$ cat config.mk
export PLATFORM = sky130hd
export DESIGN_NAME = frame_sync_guard
export DESIGN_NICKNAME = d
export VERILOG_FILES = /design/src/rtl/frame_sync_guard.sv
export SDC_FILE = /design/constraint.sdc
export NUM_CORES = 1
export LEC_CHECK = 0
export BUFFER_PORTS_ARGS = -buffer_cell sky130_fd_sc_hd__buf_4
export CAP_MARGIN = 5
export CORE_ASPECT_RATIO = 1.25
export CORE_MARGIN = 4
export CORE_UTILIZATION = 65
export DETAILED_ROUTE_END_ITERATION = 6
export GPL_TIMING_DRIVEN = 1
export PLACE_DENSITY = 0.92
export RECOVER_POWER = 25
export SLEW_MARGIN = 40
export SYNTH_ARGS = -nofsm -noshare
export SYNTH_HDL_FRONTEND = slang
export SYNTH_SLANG_ARGS = --single-unit
$ cat constraint.sdc
create_clock -name clk -period 5 [get_ports clk]
set_input_delay 1 -clock clk [delete_from_list [all_inputs] [get_ports clk]]
set_output_delay 1 -clock clk [all_outputs]
set_load 0.02 [all_outputs]
$ cat src/rtl/frame_sync_guard.sv
module frame_sync_guard #(
  parameter int FRAME_LEN   = 588,
  parameter int COIN_TOL    = 1,
  parameter int WIN_TOL     = 6,
  parameter int LOSS_FRAMES = 61
) (
  input  logic clk,
  input  logic rst,
  input  logic bit_en,
  input  logic sync_det,
  output logic frame_start,
  output logic locked,
  output logic realign
);

  localparam int GAP_MAX = FRAME_LEN + COIN_TOL + 1;
  localparam int PW = $clog2(FRAME_LEN);
  localparam int GW = $clog2(GAP_MAX + 1);
  localparam int MW = $clog2(LOSS_FRAMES + 1);

  logic [PW-1:0] pos;
  logic [GW-1:0] gap;
  logic [MW-1:0] miss;

  wire in_win  = (pos <= PW'(WIN_TOL)) || (pos >= PW'(FRAME_LEN - WIN_TOL));
  wire coin    = sync_det && (gap >= GW'(FRAME_LEN - COIN_TOL)) &&
                 (gap <= GW'(FRAME_LEN + COIN_TOL));
  wire accept  = sync_det && (coin || in_win);
  wire at_zero = accept || (pos == '0);
  wire wrap    = pos == PW'(FRAME_LEN - 1);
  wire [MW-1:0] miss_inc = (miss == MW'(LOSS_FRAMES)) ? miss : miss + 1'b1;

  always_ff @(posedge clk) begin
    if (rst) begin
      pos         <= '0;
      gap         <= GW'(GAP_MAX);
      miss        <= '0;
      locked      <= 1'b0;
      frame_start <= 1'b0;
      realign     <= 1'b0;
    end else begin
      frame_start <= bit_en && at_zero;
      realign     <= bit_en && accept && (pos != '0);
      if (bit_en) begin
        pos <= accept ? PW'(1) : (wrap ? '0 : pos + 1'b1);
        gap <= sync_det ? GW'(1) : ((gap == GW'(GAP_MAX)) ? gap : gap + 1'b1);
        if (coin) begin
          miss   <= '0;
          locked <= 1'b1;
        end else if (at_zero) begin
          miss <= miss_inc;
          if (miss_inc == MW'(LOSS_FRAMES)) locked <= 1'b0;
        end
      end
    end
  end

endmodule

==> flow_metrics.env <==
export IMPL_antennaDiodeCount=0
export IMPL_clockBufferDepth=2
export IMPL_drcViolationCount=0
export IMPL_p_leak_nw=0.7096
export IMPL_grt_pass1_wl_um=5920
export IMPL_grt_overflow_total=0
export IMPL_syn_to_final_growth_pct=6.079
export IMPL_ys_types=51
export IMPL_netlist_area_um2=1688
export IMPL_swShare_pct=28.09
export IMPL_io_buffers=6
export IMPL_insertion_delay_ps=330
export IMPL_yosysSeqAreaShare_pct=34.40
export IMPL_min_period_over_period_pct=52.56
export IMPL_path_max_fanout=12
export IMPL_synth_top_area_share_pct=34.40
export IMPL_wirelength_um=3452
export IMPL_startpoint_type="input port"
export IMPL_vias=1484
export IMPL_grt_max_degree=23
export IMPL_min_path_cells=1
export IMPL_status="completed"
export IMPL_fin_total_pwr_uw=485.5
export IMPL_syn_nets=209
export IMPL_synth_top_flop_cell="dfxtp_1"
export IMPL_place_congestion=0.8545
export IMPL_worstMarginPinSlew_ps=517.4
export IMPL_power_density_nw_per_um2=271.2
export IMPL_skew_ps=5.850
export IMPL_synth_largest_area_cell="dfxtp_1"
export IMPL_syn_avg_cell_area_um2=8.612
export IMPL_p_int_uw=349.2
export IMPL_ys_warn_count=0
export IMPL_cts_tree="built"
export IMPL_synthCells=196
export IMPL_htree_levels=2
export IMPL_dp_slack_ps=2215
export IMPL_cts_resized=0
export IMPL_clock_sinks=29
export IMPL_core_area_um2=2452
export IMPL_period_minus_slack_ps=2628
export IMPL_r2r_slack_ps=2650
export IMPL_cp_required_ps=5260
export IMPL_final_cell_mix="dfxtp_1, nor2_1, nand3_1"
export IMPL_synth_async_reset_ratio_pct=0
export IMPL_clk_pin_slew_worst_paths_ps=90
export IMPL_holdPathEnd="pos[5]"
export IMPL_r2r_start="gap[0]"
export IMPL_final_setup_tns_ps=0
export IMPL_ioPinCount=7
export IMPL_drt_initial_drc_count=57
export IMPL_vdd_drop_max_mv=0.2143
export IMPL_p_clk_share_pct=33.8
export IMPL_die_area_um2=3481
export IMPL_ant_nets=0
export IMPL_timing_final_max_slew_violations=0
export IMPL_drt_pre_antenna_iters=4
export IMPL_hold_path_class="register to register"
export IMPL_critPathKind="input port to register"
export IMPL_hold_start="pos[5]"
export IMPL_synth_area_leaders="dfxtp_1, ha_1, nor2_1"
export IMPL_holdBufCountCts=0
export IMPL_via_per_inst=6.288
export IMPL_start_util_pct=68.83
export IMPL_dieHeight_um=64.98
export IMPL_hold_viol_final=0
export IMPL_nets=215
export IMPL_antenna_found_initial=0
export IMPL_p_comb_share_pct=13.8
export IMPL_ff2ff_path_depth=8
export IMPL_power_switching_uw=136.4
export IMPL_worstSetupEndpointType="register"
export IMPL_rows=20
export IMPL_drv_cap=0
export IMPL_placed_cells=228
export IMPL_die_w_um=53.58
export IMPL_max_slew_margin_pct=65.19
export IMPL_layout_commonest_cell="dfxtp_1"
export IMPL_wl_per_cell_um=14.63
export IMPL_fin_cells=236
export IMPL_synth_seq_cells=29
export IMPL_track_usage_pct=23.25
export IMPL_hpwl_um=2445
export IMPL_fmax_mhz=380.5
export IMPL_drive_gt1_share_pct=12.81
export IMPL_rsz0062_at_grt="false"
export IMPL_cts_root_buf="clkbuf_4"
export IMPL_crit_arrival_ps=2880
export IMPL_cts_inserted_buffers=5
export IMPL_r2r_end="pos[5]"
export IMPL_grt_pass1_vias=1362
export IMPL_p_seq_share_pct=52.4
export IMPL_synth_edf_count=0
export IMPL_setup_viol=0
export IMPL_setup_ws_ps=2372
export IMPL_cts_setup_buffers=0
-- registers in the layout, summed over array words and instances (netlist names) --
signal,count
gap,10
pos,10
miss,6
frame_start,1
locked,1
realign,1
-- synthesized netlist by cell type (5+ instances only) --
cell / number
a21oi_1: 8
a31oi_1: 7
and3_1: 5
dfxtp_1: 29
ha_1: 9
inv_1: 11
nand2_1: 12
nand2b_1: 5
nand3_1: 13
nor2_1: 21
xor2_1: 6
-- final cells by class --
type                            count  area [um^2]
Clock inverter                      1        5.005
Inverter                           11        41.29
Timing Repair Buffer                6        30.03
Sequential cell                    29        580.6
Fill cell                         192        661.9
Multi-Input combinational cell    149         1027
Tap cell                           33        41.29
Clock buffer                        7        65.06
-- layer usage --
metal / up-vias / track usage, % / routed length [um]
met5: - / 0 / 0
met4: 0 / 11.50 / 85
met3: 9 / 6.897 / 138
met2: 36 / 37.73 / 1692
met1: 702 / 26.97 / 1535
li1: 737 / - / -
-- logic make-up after synthesis --
logic type	share of synthesized area, %
and+or+nand+nor	23.72
AOI/OAI and AO/OA	23.80
DFF	34.40
buffers and inverters	4.966
xor gates and xnor gates	4.670
adders and majority gates	6.672
muxes	1.779
-- critical path, stage by stage --
cell	delay, ps
clkbuf_1	360
o221ai_1	340
o22ai_1	380
o221a_2	430
a41oi_1	150
a211oi_1	230
-- per-stage QoR --
| stage | hold WS [ps] | area (um^2) | util (%) |
|---|---|---|---|
| after global routing | 536.9 | 1790 | 73.01 |
| after floorplan | 458.9 | 1688 | - |
| after detailed placement | 493.5 | 1732 | 70.61 |
| after global placement | 487.1 | 1732 | 70.61 |
| after CTS | 514.6 | 1802 | 73.47 |
| final | 511.4 | 1790 | 73.01 |
-- worst max path at each step --
stage	startpoint	to	slack [ps]	cells past startpoint
global placement	rst	pos[5]	2300	6
finish	sync_det	miss[3]	2370	6
CTS	gap[0]	pos[5]	2420	8
global route	sync_det	miss[3]	2170	6
detailed placement	rst	pos[5]	2220	6
floorplan	bit_en	gap[9]	2550	7
-- power by group through the flow --
stage | Clock, mW | Combinational, mW | Sequential [mW]
floorplan | 0 | 0.0553 | 0.256
global placement | 0 | 0.0637 | 0.258
detailed placement | 0 | 0.0674 | 0.259
CTS | 0.170 | 0.0677 | 0.254
global route | 0.185 | 0.0762 | 0.256
finish | 0.164 | 0.0672 | 0.254
(Power assumes the default switching activity.)
